==> config.mk <==
export PLATFORM = sky130hd
export DESIGN_NAME = pciTermUnit
export DESIGN_NICKNAME = d
export VERILOG_FILES = /design/src/rtl/ttdPkg.sv /design/src/rtl/ttdDatapath.sv /design/src/rtl/ttdControl.sv /design/src/rtl/pciTermUnit.sv
export SDC_FILE = /design/constraint.sdc
export NUM_CORES = 1
export LEC_CHECK = 0
export BUFFER_PORTS_ARGS = -buffer_cell sky130_fd_sc_hd__buf_2
export CAP_MARGIN = 20
export CORE_AREA = 4 4 41 43
export CTS_CLUSTER_SIZE = 28
export DETAILED_ROUTE_END_ITERATION = 8
export DIE_AREA = 0 0 45 47
export PLACE_DENSITY_LB_ADDON = 0.2
export SETUP_SLACK_MARGIN = 0.15
export SLEW_MARGIN = 40
export SYNTH_ARGS = -nofsm -noshare
export SYNTH_HDL_FRONTEND = slang
export SYNTH_SLANG_ARGS = --single-unit
export TNS_END_PERCENT = 20
==> constraint.sdc <==
create_clock -name clk -period 3 [get_ports clk]
set_input_delay 0 -clock clk [delete_from_list [all_inputs] [get_ports clk]]
set_output_delay 0 -clock clk [all_outputs]
set_load 0.01 [all_outputs]
==> src/rtl/ttdPkg.sv <==
package ttdPkg;

  typedef enum logic [1:0] {
    TERM_NONE        = 2'd0,
    TERM_RETRY       = 2'd1,
    TERM_DISC_NODATA = 2'd2,
    TERM_DISC_DATA   = 2'd3
  } termKindE;

  typedef enum logic [1:0] {
    ST_IDLE = 2'd0,
    ST_DATA = 2'd1,
    ST_HOLD = 2'd2
  } ctlStateE;

  // strobes from control to datapath
  typedef struct packed {
    logic startTxn;  // address phase claimed
    logic dataDone;  // current data phase completes
    logic waitTick;  // data phase waits one more clock
  } dpStrobeS;

endpackage

==> src/rtl/ttdDatapath.sv <==
module ttdDatapath
  import ttdPkg::*;
#(
  parameter int INIT_LIMIT = 16,
  parameter int SUB_LIMIT  = 8
) (
  input  logic     clk,
  input  logic     rstN,
  input  dpStrobeS strobe,
  input  logic     isWrite,
  output logic     firstPhase,
  output logic     wrLatched,
  output logic     initExpiring,
  output logic     subExpiring
);

  localparam int MAX_LIMIT = (INIT_LIMIT > SUB_LIMIT) ? INIT_LIMIT : SUB_LIMIT;
  localparam int CNT_W     = $clog2(MAX_LIMIT + 1);
  localparam logic [CNT_W-1:0] INIT_LAST = CNT_W'(INIT_LIMIT - 1);
  localparam logic [CNT_W-1:0] SUB_LAST  = CNT_W'(SUB_LIMIT - 1);

  logic [CNT_W-1:0] waitCnt;
  logic             firstQ;
  logic             wrQ;

  always_ff @(posedge clk or negedge rstN) begin
    if (!rstN) begin
      waitCnt <= '0;
      firstQ  <= 1'b0;
      wrQ     <= 1'b0;
    end else if (strobe.startTxn) begin
      waitCnt <= '0;
      firstQ  <= 1'b1;
      wrQ     <= isWrite;
    end else if (strobe.dataDone) begin
      waitCnt <= '0;
      firstQ  <= 1'b0;
    end else if (strobe.waitTick) begin
      waitCnt <= waitCnt + 1'b1;
    end
  end

  assign firstPhase   = firstQ;
  assign wrLatched    = wrQ;
  assign initExpiring = firstQ && (waitCnt == INIT_LAST);
  assign subExpiring  = !firstQ && (waitCnt == SUB_LAST);

  // the control must end a phase before the wait count passes its limit
  AST_INIT_WAIT_BOUND: assert property (@(posedge clk) disable iff (!rstN)
    firstQ |-> (waitCnt <= INIT_LAST));
  AST_SUB_WAIT_BOUND: assert property (@(posedge clk) disable iff (!rstN)
    !firstQ |-> (waitCnt <= SUB_LAST));

endmodule

==> src/rtl/ttdControl.sv <==
module ttdControl
  import ttdPkg::*;
(
  input  logic     clk,
  input  logic     rstN,
  input  logic     frameN,
  input  logic     addrHit,
  input  logic     dataReady,
  input  logic     lockedOther,
  input  logic     postAvail,
  input  logic     postLast,
  input  logic     postFlushed,
  input  logic     atBoundary,
  input  logic     prefetchEn,
  input  logic     firstPhase,
  input  logic     wrLatched,
  input  logic     initExpiring,
  input  logic     subExpiring,
  output logic     trdyN,
  output logic     stopN,
  output termKindE termKind,
  output dpStrobeS strobe
);

  ctlStateE state, stateNext;

  logic bufBlocked, initTimeout, subTimeout;
  logic wantRetry, wantNoData, wantWithData;

  always_comb begin
    bufBlocked   = wrLatched ? !postAvail : !postFlushed;
    initTimeout  = initExpiring && !dataReady;
    subTimeout   = subExpiring && !dataReady;
    wantRetry    = firstPhase && (lockedOther || bufBlocked || initTimeout);
    wantNoData   = !firstPhase && (subTimeout || (wrLatched && !postAvail));
    wantWithData = dataReady && (atBoundary || (!wrLatched && !prefetchEn) ||
                                 (wrLatched && postLast));
  end

  always_comb begin
    termKind = TERM_NONE;
    trdyN    = 1'b1;
    stopN    = 1'b1;
    strobe   = '0;
    case (state)
      ST_IDLE: strobe.startTxn = addrHit && !frameN;
      ST_DATA: begin
        if (wantRetry)         termKind = TERM_RETRY;
        else if (wantNoData)   termKind = TERM_DISC_NODATA;
        else if (wantWithData) termKind = TERM_DISC_DATA;
        case (termKind)
          TERM_RETRY, TERM_DISC_NODATA: stopN = 1'b0;
          TERM_DISC_DATA: begin
            stopN = 1'b0;
            trdyN = 1'b0;
          end
          default: trdyN = !dataReady;
        endcase
        strobe.dataDone = !trdyN;
        strobe.waitTick = trdyN && stopN;
      end
      ST_HOLD: stopN = 1'b0;
      default: ;
    endcase
  end

  always_comb begin
    stateNext = state;
    case (state)
      ST_IDLE: if (strobe.startTxn) stateNext = ST_DATA;
      ST_DATA: begin
        if (!stopN)                stateNext = frameN ? ST_IDLE : ST_HOLD;
        else if (!trdyN && frameN) stateNext = ST_IDLE;
      end
      ST_HOLD: if (frameN) stateNext = ST_IDLE;
      default: stateNext = ST_IDLE;
    endcase
  end

  always_ff @(posedge clk or negedge rstN) begin
    if (!rstN) state <= ST_IDLE;
    else       state <= stateNext;
  end

  AST_IDLE_QUIET: assert property (@(posedge clk) disable iff (!rstN)
    (state == ST_IDLE) |-> (trdyN && stopN && termKind == TERM_NONE));
  AST_RETRY_FIRST_ONLY: assert property (@(posedge clk) disable iff (!rstN)
    (termKind == TERM_RETRY) |-> (firstPhase && trdyN && !stopN));
  AST_NODATA_LATER_ONLY: assert property (@(posedge clk) disable iff (!rstN)
    (termKind == TERM_DISC_NODATA) |-> (!firstPhase && trdyN && !stopN));
  AST_WITHDATA_BOTH: assert property (@(posedge clk) disable iff (!rstN)
    (termKind == TERM_DISC_DATA) |-> (!trdyN && !stopN && dataReady));
  AST_STOP_HOLD: assert property (@(posedge clk) disable iff (!rstN)
    (!stopN && !frameN) |=> (!stopN && trdyN));
  AST_STOP_RELEASE: assert property (@(posedge clk) disable iff (!rstN)
    (!stopN && frameN) |=> stopN);

endmodule

==> src/rtl/pciTermUnit.sv <==
module pciTermUnit
  import ttdPkg::*;
#(
  parameter int INIT_LIMIT = 16,
  parameter int SUB_LIMIT  = 8
) (
  input  logic       clk,
  input  logic       rstN,
  input  logic       frameN,
  input  logic       addrHit,
  input  logic       isWrite,
  input  logic       dataReady,
  input  logic       lockedOther,
  input  logic       postAvail,
  input  logic       postLast,
  input  logic       postFlushed,
  input  logic       atBoundary,
  input  logic       prefetchEn,
  output logic       trdyN,
  output logic       stopN,
  output logic [1:0] termCode
);

  dpStrobeS strobe;
  termKindE termKind;
  logic     firstPhase, wrLatched, initExpiring, subExpiring;

  ttdDatapath #(.INIT_LIMIT(INIT_LIMIT), .SUB_LIMIT(SUB_LIMIT)) uDatapath (
    .clk          (clk),
    .rstN         (rstN),
    .strobe       (strobe),
    .isWrite      (isWrite),
    .firstPhase   (firstPhase),
    .wrLatched    (wrLatched),
    .initExpiring (initExpiring),
    .subExpiring  (subExpiring)
  );

  ttdControl uControl (
    .clk          (clk),
    .rstN         (rstN),
    .frameN       (frameN),
    .addrHit      (addrHit),
    .dataReady    (dataReady),
    .lockedOther  (lockedOther),
    .postAvail    (postAvail),
    .postLast     (postLast),
    .postFlushed  (postFlushed),
    .atBoundary   (atBoundary),
    .prefetchEn   (prefetchEn),
    .firstPhase   (firstPhase),
    .wrLatched    (wrLatched),
    .initExpiring (initExpiring),
    .subExpiring  (subExpiring),
    .trdyN        (trdyN),
    .stopN        (stopN),
    .termKind     (termKind),
    .strobe       (strobe)
  );

  assign termCode = termKind;

endmodule

Yosys cells after proc, flatten, opt, wreduce, memory -nomap -nowiden
Cells that the tools add are included.

storage, ports and cells
  word-level logic and storage cells = 73
  bits of input ports = 12
  register bits after elaboration = 9
  output and inout port bits = 4

cells by class
  $add $sub $neg = 1
  eq/ne operators = 10
  reduce and logical (&&, ||, !) cells = 33
  muxes and demuxes = 25

operators by type and width
  operator                                                                 count
  2-bit 2-to-1 mux                                                         11
  5-bit 2-to-1 mux                                                         3
  1-bit logical AND                                                        13
  1-bit logical NOT                                                        9
  1-bit 2-to-1 mux                                                         8
  2-bit equality test, second input constant                               3
  2-bit one-hot mux with 3 select lines                                    1
  5-bit by 1-bit adder with 5-bit output, second input constant            1
  5-bit by 3-bit equality test with 1-bit output, second input constant    1
  5-bit by 4-bit equality test with 1-bit output, second input constant    1
  1-bit logical OR                                                         5
  2-bit by 1-bit equality test with 1-bit output, second input constant    2
  2-bit inequality test, second input constant                             2
  1-bit one-hot mux with 2 select lines                                    2
  3-bit by 2-bit inequality test with 1-bit output, second input constant  1
  3-bit AND reduction                                                      1
  3-bit nonzero test                                                       1
  3-bit OR reduction                                                       1
  2-bit logical NOT                                                        1
  2-bit nonzero test                                                       1
  2-bit OR reduction                                                       1

Logic depth before layout (Yosys ltp)
Gate-level depths: netlist (run 1).

  depth in word-level cells = 19
  depth in mapped cells = 11

By module
Synthesis (run 1) repeated with hierarchy kept, for this count alone.

second synthesis, totals
  cells, all modules = 66
  area, all modules = 646.9 um^2

by module, submodules not included
  module       instances  seq. area each (um^2)  area an instance (um^2)  cells each
  ttdDatapath  1          175.2                  382.9                    32
  ttdControl   1          50.0                   264.0                    34

Worst setup path after synthesis (run 1)
OpenSTA, ideal clock, no wires.

  path kind = reg-to-reg
  start = register uDatapath.waitCnt[0]
  end = register uDatapath.waitCnt[3]
  clock period less this slack = 2385 ps
  cell stages (with the launch flop) = 12
  data required time = 2860 ps
  slack = 615 ps
  data arrival time = 2245 ps
  path buffers = 1
  cells stage by stage = dfrtp_1 ha_1 and3_1 ha_1 nor2b_1 o32ai_2 ha_1 nor4bb_1 buf_2 nand4_1 xor2_1 nor2_1

on the way
  longest elaborated chain between the ends = 16
  elaborated cells on any way between the ends = 30

RTL lines
  item                                                                                          line               source
  from (decl)                                                                                   ttdDatapath.sv:22  logic [CNT_W-1:0] waitCnt;
  from (signal assigned)                                                                        ttdDatapath.sv:39  waitCnt <= waitCnt + 1'b1;
  5-bit by 3-bit equality test with 1-bit output                                                ttdDatapath.sv:46  assign subExpiring = !firstQ && (waitCnt == SUB_LAST);
  1-bit logical AND                                                                             ttdDatapath.sv:46
  1-bit logical AND                                                                             ttdControl.sv:33   subTimeout = subExpiring && !dataReady;
  1-bit logical OR                                                                              ttdControl.sv:35   wantNoData = !firstPhase && (subTimeout || (wrLatched && !postAvail));
  1-bit logical AND                                                                             ttdControl.sv:35
  2-bit 2-to-1 mux                                                                              ttdControl.sv:49   else if (wantNoData) termKind = TERM_DISC_NODATA;
  2-bit 2-to-1 mux                                                                              ttdControl.sv:48   if (wantRetry) termKind = TERM_RETRY;
  2-bit 2-to-1 mux                                                                              ttdControl.sv:45   case (state)
  2-bit by 1-bit equality test with 1-bit output / 2-bit equality test (equally long branches)  ttdControl.sv:51   case (termKind)
  2-bit OR reduction                                                                            n/a
  1-bit one-hot mux with 2 select lines                                                         ttdControl.sv:51
  1-bit 2-to-1 mux                                                                              ttdControl.sv:45
  1-bit logical NOT                                                                             ttdControl.sv:59   strobe.dataDone = !trdyN;
  2-bit 2-to-1 mux                                                                              ttdControl.sv:45
  5-bit 2-to-1 mux                                                                              ttdDatapath.sv:35  end else if (strobe.dataDone) begin
  5-bit 2-to-1 mux                                                                              ttdDatapath.sv:31  end else if (strobe.startTxn) begin

Parallel ways exist; a longest one is shown, timed or not. The select of a mux whose other input is x is not followed.
A chain may end at the register's enable or synchronous reset.

Worst setup path in the final report (run 1)
Ends and elaborated chain as after synthesis.

==> out/summary.txt, run 1 <==
RUN STATUS
----------------------------------------------------------------------------------------------------
Result of the run ..................................................................... finished, final reports clean

TIMING
----------------------------------------------------------------------------------------------------
Final Hold Slack ......................................................................       117 ps
Slew at the pin closest to its max-slew limit .........................................       603 ps
Highest achievable clock rate .........................................................      389 MHz
Setup_tns .............................................................................         0 ps
RSZ-0062 raised after global routing ..................................................           no
Clock period minus worst slack ........................................................      2570 ps
Final Hold Viols ......................................................................            0
Max-slew headroom .....................................................................        0.595
Total count of max-transition violations in the final report ..........................            0
Final setup violation count ...........................................................            0
Worst Skew ............................................................................      5.63 ps
Final worst path period share .........................................................        0.857

CTS
----------------------------------------------------------------------------------------------------
Post-CTS resize count .................................................................            0
H-tree levels .........................................................................            1
Clock insertion delay at the later pin of the skew report .............................       260 ps
Max clock buf depth ...................................................................            2
Post-CTS setup-driven buffer insertion count ..........................................            0
Root Driver ........................................................................... sky130_fd_sc_hd__clkbuf_4
Number of clock sinks seen by CTS .....................................................            9
TritonCTS clock tree ..................................................................          yes
Number of buffers inserted during clock tree synthesis ................................            3
Clock-pin slew reported for the worst setup and hold paths after clock tree synthesis .        60 ps

FLOORPLAN
----------------------------------------------------------------------------------------------------
Vertical extent of the die ............................................................        47 um
Width of the die ......................................................................        45 um
Number of primary I/O pins ............................................................           16
Std-Cell Rows .........................................................................           13
Starting density of the core ..........................................................        0.440
Die ar. ...............................................................................  0.00212 mm2
Area of the core ......................................................................  0.00130 mm2

GLOBAL ROUTE
----------------------------------------------------------------------------------------------------
Wire length of the first global-routing pass ..........................................      1910 um
Vias in the first global route ........................................................          493
Largest net degree at the start of global routing .....................................           10
Antenna violations before repair ......................................................            0
Sum of overflow across all layers after global routing ................................            0
Total routing usage reported by global routing ........................................        0.133

ROUTING
----------------------------------------------------------------------------------------------------
DRC marker count from the first detailed-route iteration ..............................            2
Number of nets still failing antenna checks after routing .............................            0
Total number of vias ..................................................................          511
Detailed Route WL .....................................................................      1080 um
Pre-antenna DRT Iters .................................................................            2
Avg Vias per Cell .....................................................................         5.16
Routed wire per std cell ..............................................................      10.9 um
DR DRC count ..........................................................................            0

LOGIC SYNTHESIS
----------------------------------------------------------------------------------------------------
Yosys warnings ........................................................................            0
Mean Syn Cell Area ....................................................................     9.24 um2
Yosys cell types ......................................................................           28
Total standard cell area after synthesis ..............................................      573 um2
Synthesized instance count ............................................................           62
Flops & latches, synth ................................................................            9
Synth Net Count .......................................................................           77
Part of the Yosys area used for sequential elements ...................................        0.393

SETUP PATH
----------------------------------------------------------------------------------------------------
Launching element type of the critical path ...........................................    flip-flop
Arrival @ worst endpoint ..............................................................      2700 ps
Crit Path Max Fanout ..................................................................            6
Worst Path Required ...................................................................      3130 ps
Category of the most critical setup path ..............................................      reg2reg
CP endpoint kind ......................................................................    flip-flop

PLACED DESIGN
----------------------------------------------------------------------------------------------------
Number of buffers inserted by port buffering ..........................................           15
Final Wtd Congestion ..................................................................        0.726
Post-Place Cell Area ..................................................................      669 um2
Dpl cells .............................................................................           92
Sum of net half-perimeters after detailed placement ...................................       876 um

LAYOUT
----------------------------------------------------------------------------------------------------
Post-Layout Inst Area .................................................................      726 um2
Fraction of final layout cells sized beyond drive strength 1 ..........................        0.250
Multi-input logic area ................................................................      332 um2
Cell Count, Final, Fillers Out ........................................................           99
Number of diodes added for antenna fixing .............................................            0
Filler cells ..........................................................................          133
Post-layout util ......................................................................        0.558
Final layout net count ................................................................          100
Storage element area ..................................................................      225 um2
Area growth from synthesis to final layout ............................................        26.6%

POWER
----------------------------------------------------------------------------------------------------
Maximum ir drop on the vdd rail .......................................................   0.000362 V
LEAKAGE ...............................................................................  0.000351 uW
Power density of the placed cells .....................................................   589 mW/mm2

RUN
----------------------------------------------------------------------------------------------------
Max Cap Viol ..........................................................................            0

MIN PATH
----------------------------------------------------------------------------------------------------
Min-Delay Path Class ..................................................................     in2async

-- state kept, by name (all words and copies together), names as in the netlist --
signal and cells:
uDatapath.wrLatched 1, uControl.state 2, uDatapath.waitCnt 5, uDatapath.firstPhase 1
-- routing by layer --
metal  GRT usage  vias to the layer above  wire length (um)
li1            -                      265                 -
met5           0                        -                 0
met1       0.136                      228               483
met4      0.0702                        0                17
met3      0.0690                        4                88
met2       0.220                       14               487
-- through the flow --
stage / setup slack, ps / total power (uW)
2_1_floorplan: 615 / 290
3_3_place_gp: 405 / 334
3_5_place_dp: 399 / 337
4_1_cts: 394 / 438
5_1_grt: 185 / 474
6_report: 430 / 428
-- where the power goes --
group	internal [uW]	total (uW)	switching, uW
registers	147	176	29.1
logic	80.9	159	78.0
clock network	51.2	92.4	41.2
total	279	428	148
-- critical path, stage by stage (launching register included) --
cell and delay (ps):
sky130_fd_sc_hd__dfrtp_1 400, sky130_fd_sc_hd__ha_1 230, sky130_fd_sc_hd__and3_1 180, sky130_fd_sc_hd__ha_1 170
sky130_fd_sc_hd__nor2b_1 130, sky130_fd_sc_hd__o32ai_2 240, sky130_fd_sc_hd__ha_1 270, sky130_fd_sc_hd__nor4bb_1 320
sky130_fd_sc_hd__buf_4 200, sky130_fd_sc_hd__nand4_1 110, sky130_fd_sc_hd__xor2_1 140, sky130_fd_sc_hd__nor2_1 50
-- synthesized netlist by cell type --
library cell	count	area share
sky130_fd_sc_hd__o32ai_2	1	0.028
sky130_fd_sc_hd__mux2_2	1	0.020
sky130_fd_sc_hd__o31a_1	1	0.015
sky130_fd_sc_hd__nor2_1	13	0.085
sky130_fd_sc_hd__nor2b_1	2	0.022
sky130_fd_sc_hd__xor2_1	2	0.031
sky130_fd_sc_hd__mux2i_1	2	0.035
sky130_fd_sc_hd__nor4bb_1	1	0.017
sky130_fd_sc_hd__and2_1	1	0.011
sky130_fd_sc_hd__a211oi_1	2	0.026
sky130_fd_sc_hd__nor3_1	1	0.0087
sky130_fd_sc_hd__a211o_1	1	0.015
sky130_fd_sc_hd__a21o_1	2	0.026
sky130_fd_sc_hd__o311a_1	1	0.017
sky130_fd_sc_hd__or2_1	1	0.011
sky130_fd_sc_hd__a21oi_1	1	0.0087
sky130_fd_sc_hd__o31ai_1	1	0.013
sky130_fd_sc_hd__nand2_1	4	0.026
sky130_fd_sc_hd__nand2b_1	3	0.033
sky130_fd_sc_hd__and3_1	1	0.011
sky130_fd_sc_hd__xnor2_1	1	0.015
sky130_fd_sc_hd__nand4_1	1	0.011
sky130_fd_sc_hd__inv_1	3	0.020
sky130_fd_sc_hd__buf_2	1	0.0087
sky130_fd_sc_hd__o41ai_1	1	0.015
sky130_fd_sc_hd__a31oi_1	1	0.011
sky130_fd_sc_hd__dfrtp_1	9	0.39
sky130_fd_sc_hd__ha_1	3	0.066
-- final timing paths --
path | start | to | slack [ps] | cells after the start
worst max-delay path | uDatapath.waitCnt[0] | uDatapath.waitCnt[3] | 430 | 11
worst min-delay path | rstN | uDatapath.firstPhase | 120 | 2
worst max register to register | uDatapath.waitCnt[0] | uDatapath.waitCnt[3] | 430 | 11
worst min register to register | uControl.state[1] | uControl.state[0] | 520 | 1
max in group asynchronous | rstN | uDatapath.waitCnt[4] | 2700 | 2
min in group clk | addrHit | uControl.state[0] | 130 | 5
-- kinds of logic after synthesis --
kind of cell / share of synthesized area
mux: 0.0546
flops: 0.393
simple gates: 0.236
fa+ha+maj: 0.0655
buf+inv: 0.0284
xor+xnor: 0.0459
compound gates: 0.177
-- layout make-up --
class                           instances  share of cell area
Inverter                                3              0.0155
Multi-Input combinational cell         49               0.457
Tap cell                               15              0.0259
Timing Repair Buffer                   19               0.155
Clock buffer                            4              0.0362
Sequential cell                         9               0.310
-- placed cells by master (no fill, tap or decap), types with 2 or more instances in the layout --
master / count
sky130_fd_sc_hd__buf_2: 15
sky130_fd_sc_hd__nor2_1: 13
sky130_fd_sc_hd__dfrtp_1: 9
sky130_fd_sc_hd__nand2_1: 4
sky130_fd_sc_hd__nand2b_1: 3
sky130_fd_sc_hd__inv_1: 3
sky130_fd_sc_hd__ha_1: 3
sky130_fd_sc_hd__clkbuf_4: 3
sky130_fd_sc_hd__dlygate4sd3_1: 3
sky130_fd_sc_hd__mux2i_1: 2
sky130_fd_sc_hd__a21o_1: 2
sky130_fd_sc_hd__nor2b_1: 2
sky130_fd_sc_hd__a211oi_1: 2
sky130_fd_sc_hd__xor2_1: 2
-- what timing repair did --
item | 4_1_cts | 5_1_grt
endpoints found under the hold margin | 11 | 0
hold buffers | 3 | 0
setup endpoints to repair | 0 | 0
(Power assumes the default switching activity.)
==> run 2, diff against run 1 <==
--- a/config.mk
+++ b/config.mk
@@ -7,10 +7,12 @@
 export LEC_CHECK = 0
 export BUFFER_PORTS_ARGS = -buffer_cell sky130_fd_sc_hd__buf_2
 export CAP_MARGIN = 20
-export CORE_AREA = 4 4 41 43
+export CELL_PAD_IN_SITES_DETAIL_PLACEMENT = 1
+export CELL_PAD_IN_SITES_GLOBAL_PLACEMENT = 2
+export CORE_MARGIN = 4
+export CORE_UTILIZATION = 29
 export CTS_CLUSTER_SIZE = 28
 export DETAILED_ROUTE_END_ITERATION = 8
-export DIE_AREA = 0 0 45 47
 export PLACE_DENSITY_LB_ADDON = 0.2
 export SETUP_SLACK_MARGIN = 0.15
 export SLEW_MARGIN = 40
==> out/summary.txt, run 2 (same netlist as run 1, synthesis figures left out) <==
SETUP PATH
----------------------------------------------------------------------------------------------------
Crit Path Max Fanout ..................................................................            6
Launching element type of the critical path ...........................................    flip-flop
Delay of the slowest cell on the worst path ...........................................       400 ps
Logic depth of the worst setup path including buffers .................................           11
Capture point of the worst reg-to-reg path ............................................ uDatapath.waitCnt[3]
Most common cell on crit path ......................................................... sky130_fd_sc_hd__ha_1
CP max-delay cell ..................................................................... sky130_fd_sc_hd__dfrtp_1
CP Capture Point ...................................................................... uDatapath.waitCnt[3]
Category of the most critical setup path ..............................................      reg2reg
Top delay family on crit path ......................................................... simple AND/OR/NAND/NOR gates
Buffering stage count on the worst path with inverters included .......................            1
Arrival @ worst endpoint ..............................................................      2750 ps
Worst Path Required ...................................................................      3110 ps
Start point of the critical path ...................................................... uDatapath.waitCnt[0]
CP endpoint kind ......................................................................    flip-flop
Crit path cell chain .................................................................. ha_1 -> and3_1 -> ha_1 -> nor2b_1 -> o32ai_2 -> ha_2 -> nor4bb_2 -> buf_4 -> nand4_1 -> xor2_1 -> nor2_1
Depth of the most critical reg-to-reg path ............................................           11
Setup slack on the worst flop-to-flop path ............................................       370 ps
Reg-to-reg startpoint ................................................................. uDatapath.waitCnt[0]

GLOBAL ROUTE
----------------------------------------------------------------------------------------------------
Largest net degree at the start of global routing .....................................           10
Sum of overflow across all layers after global routing ................................            0
Total routing usage reported by global routing ........................................        0.119
Wire length of the first global-routing pass ..........................................      2300 um
Antenna violations before repair ......................................................            0
Vias in the first global route ........................................................          541

LAYOUT
----------------------------------------------------------------------------------------------------
Fraction of final layout cells sized beyond drive strength 1 ..........................        0.274
Filler cells ..........................................................................          230
Flip-flop count of the largest register, all copies and words added ...................            5
Final layout net count ................................................................          100
Commonest non-fill, non-tap cell in the layout ........................................ sky130_fd_sc_hd__buf_2
Most frequent cells in the layout ..................................................... 15 x sky130_fd_sc_hd__buf_2, 13 x sky130_fd_sc_hd__nor2_1, 9 x sky130_fd_sc_hd__dfrtp_1, 4 x sky130_fd_sc_hd__nand2_1
Largest registers ..................................................................... uDatapath.waitCnt x5, uControl.state x2
Most flops, register .................................................................. uDatapath.waitCnt
Number of diodes added for antenna fixing .............................................            0
Area growth from synthesis to final layout ............................................        30.3%

ROUTING
----------------------------------------------------------------------------------------------------
Number of nets still failing antenna checks after routing .............................            0
Routed wire per std cell ..............................................................      12.6 um
Avg Vias per Cell .....................................................................         4.83
Total number of vias ..................................................................          527
DRC marker count from the first detailed-route iteration ..............................           13
Detailed Route WL .....................................................................      1380 um
Pre-antenna DRT Iters .................................................................            2
DR DRC count ..........................................................................            0

POWER
----------------------------------------------------------------------------------------------------
Switching component of the power ......................................................       157 uW
Maximum ir drop on the vdd rail .......................................................   0.000293 V
Final Total Pwr .......................................................................       439 uW
Part of the total power dissipated in the clock network ...............................        0.209
Power density of the placed cells .....................................................   588 mW/mm2
Combinational cell fraction of total power ............................................        0.384
LEAKAGE ...............................................................................  0.000350 uW
Cell-internal power ...................................................................       282 uW
Register share of total power .........................................................        0.407
Switching fraction of total power .....................................................        0.357

CTS
----------------------------------------------------------------------------------------------------
Number of buffers inserted during clock tree synthesis ................................            3
Max clock buf depth ...................................................................            2
TritonCTS clock tree ..................................................................          yes
Root Driver ........................................................................... sky130_fd_sc_hd__clkbuf_4
Clock insertion delay at the later pin of the skew report .............................       260 ps
Number of clock sinks seen by CTS .....................................................            9
Clock-pin slew reported for the worst setup and hold paths after clock tree synthesis .        60 ps
H-tree levels .........................................................................            1

TIMING
----------------------------------------------------------------------------------------------------
Final worst path period share .........................................................        0.878
Final setup violation count ...........................................................            0
Final Hold Viols ......................................................................            0
Setup_tns .............................................................................         0 ps
Max-slew headroom .....................................................................        0.555
Slew at the pin closest to its max-slew limit .........................................       662 ps
Highest achievable clock rate .........................................................      380 MHz
Total count of max-transition violations in the final report ..........................            0
Worst Skew ............................................................................      4.63 ps
Clock period minus worst slack ........................................................      2630 ps
RSZ-0062 raised after global routing ..................................................           no

PLACED DESIGN
----------------------------------------------------------------------------------------------------
Number of buffers inserted by port buffering ..........................................           15
Final Wtd Congestion ..................................................................        0.733
Sum of net half-perimeters after detailed placement ...................................      1090 um

FLOORPLAN
----------------------------------------------------------------------------------------------------
Width of the die ......................................................................      52.5 um
Number of primary I/O pins ............................................................           16
Area of the core ......................................................................  0.00180 mm2
Starting density of the core ..........................................................        0.318
Std-Cell Rows .........................................................................           15
Die ar. ...............................................................................  0.00275 mm2
Vertical extent of the die ............................................................      52.5 um

RUN STATUS
----------------------------------------------------------------------------------------------------
Result of the run ..................................................................... finished, final reports clean

RUN
----------------------------------------------------------------------------------------------------
Max Cap Viol ..........................................................................            0

MIN PATH
----------------------------------------------------------------------------------------------------
Min-Delay Path Class ..................................................................     in2async

==> run 2: cell counts in the layout (fill, tap and decap cells not counted) <==
No cell type changed its count.
==> run 2: metrics by stage <==
step / setup WS (ps) / instance area, um2 / hold slack [ps] / instances / util
after global placement: 289 / 682 / -138 / 102 / 0.378
after floorplan: 615 / 573 / -296 / 62 / -
after global routing: 144 / 747 / 119 / 109 / 0.415
after CTS: 298 / 738 / 122 / 109 / 0.410
after detailed placement: 326 / 682 / -138 / 102 / 0.378
final: 367 / 747 / 112 / 109 / 0.415
==> run 2: how the worst min path moves through the flow <==
stage	from	endpoint	depth (start not counted)	slack [ps]
6_report	rstN	uDatapath.waitCnt[4]	2	110
5_1_grt	rstN	uDatapath.wrLatched	2	120
4_1_cts	rstN	uDatapath.waitCnt[3]	2	120
3_5_place_dp	rstN	uDatapath.waitCnt[3]	1	-140
3_3_place_gp	rstN	uDatapath.wrLatched	1	-140
2_1_floorplan	rstN	uControl.state[0]	0	-300
==> run 2: area by class of cell <==
type                       count  area, um2  area share
sequential                     9        225       0.302
multi-input combinational     49        340       0.456
tap                           25       31.3      0.0419
inverter                       3       11.3      0.0151
timing repair buffer          19        113       0.151
clock buffer                   4       26.3      0.0352
==> run 2: metal layers <==
metal,track usage,share of wire,vias up
li1,-,-,268
met1,0.146,0.47,252
met2,0.186,0.50,7
met3,0.0256,0.027,0
met4,0.0766,0,0
met5,0,0,-
==> run 2: what timing repair did <==
item / in CTS / in global routing
hold buffers: 3 / 0
buffers inserted: 0 / 0
gates resized for setup: 0 / 2
endpoints found under the setup margin: 0 / 1
endpoints found under the hold margin: 11 / 0
==> run 2: power by group through the flow <==
stage	sequential, uW	combinational [uW]	clock (uW)
2_1_floorplan	173	118	0
3_3_place_gp	180	162	0
3_5_place_dp	181	163	0
4_1_cts	179	167	97.4
5_1_grt	186	191	105
6_report	179	168	91.9
==> run 2: worst register-to-register path, delay by kind of cell, from the launching register on <==
kind / cells / cell delay [ps]
AO/OA/AOI/OAI: 1 / 260
XOR/XNOR: 1 / 150
adder cells (fa/ha/maj): 3 / 680
buffers and inverters: 1 / 200
flip-flops: 1 / 400
AND/OR/NAND/NOR: 5 / 810
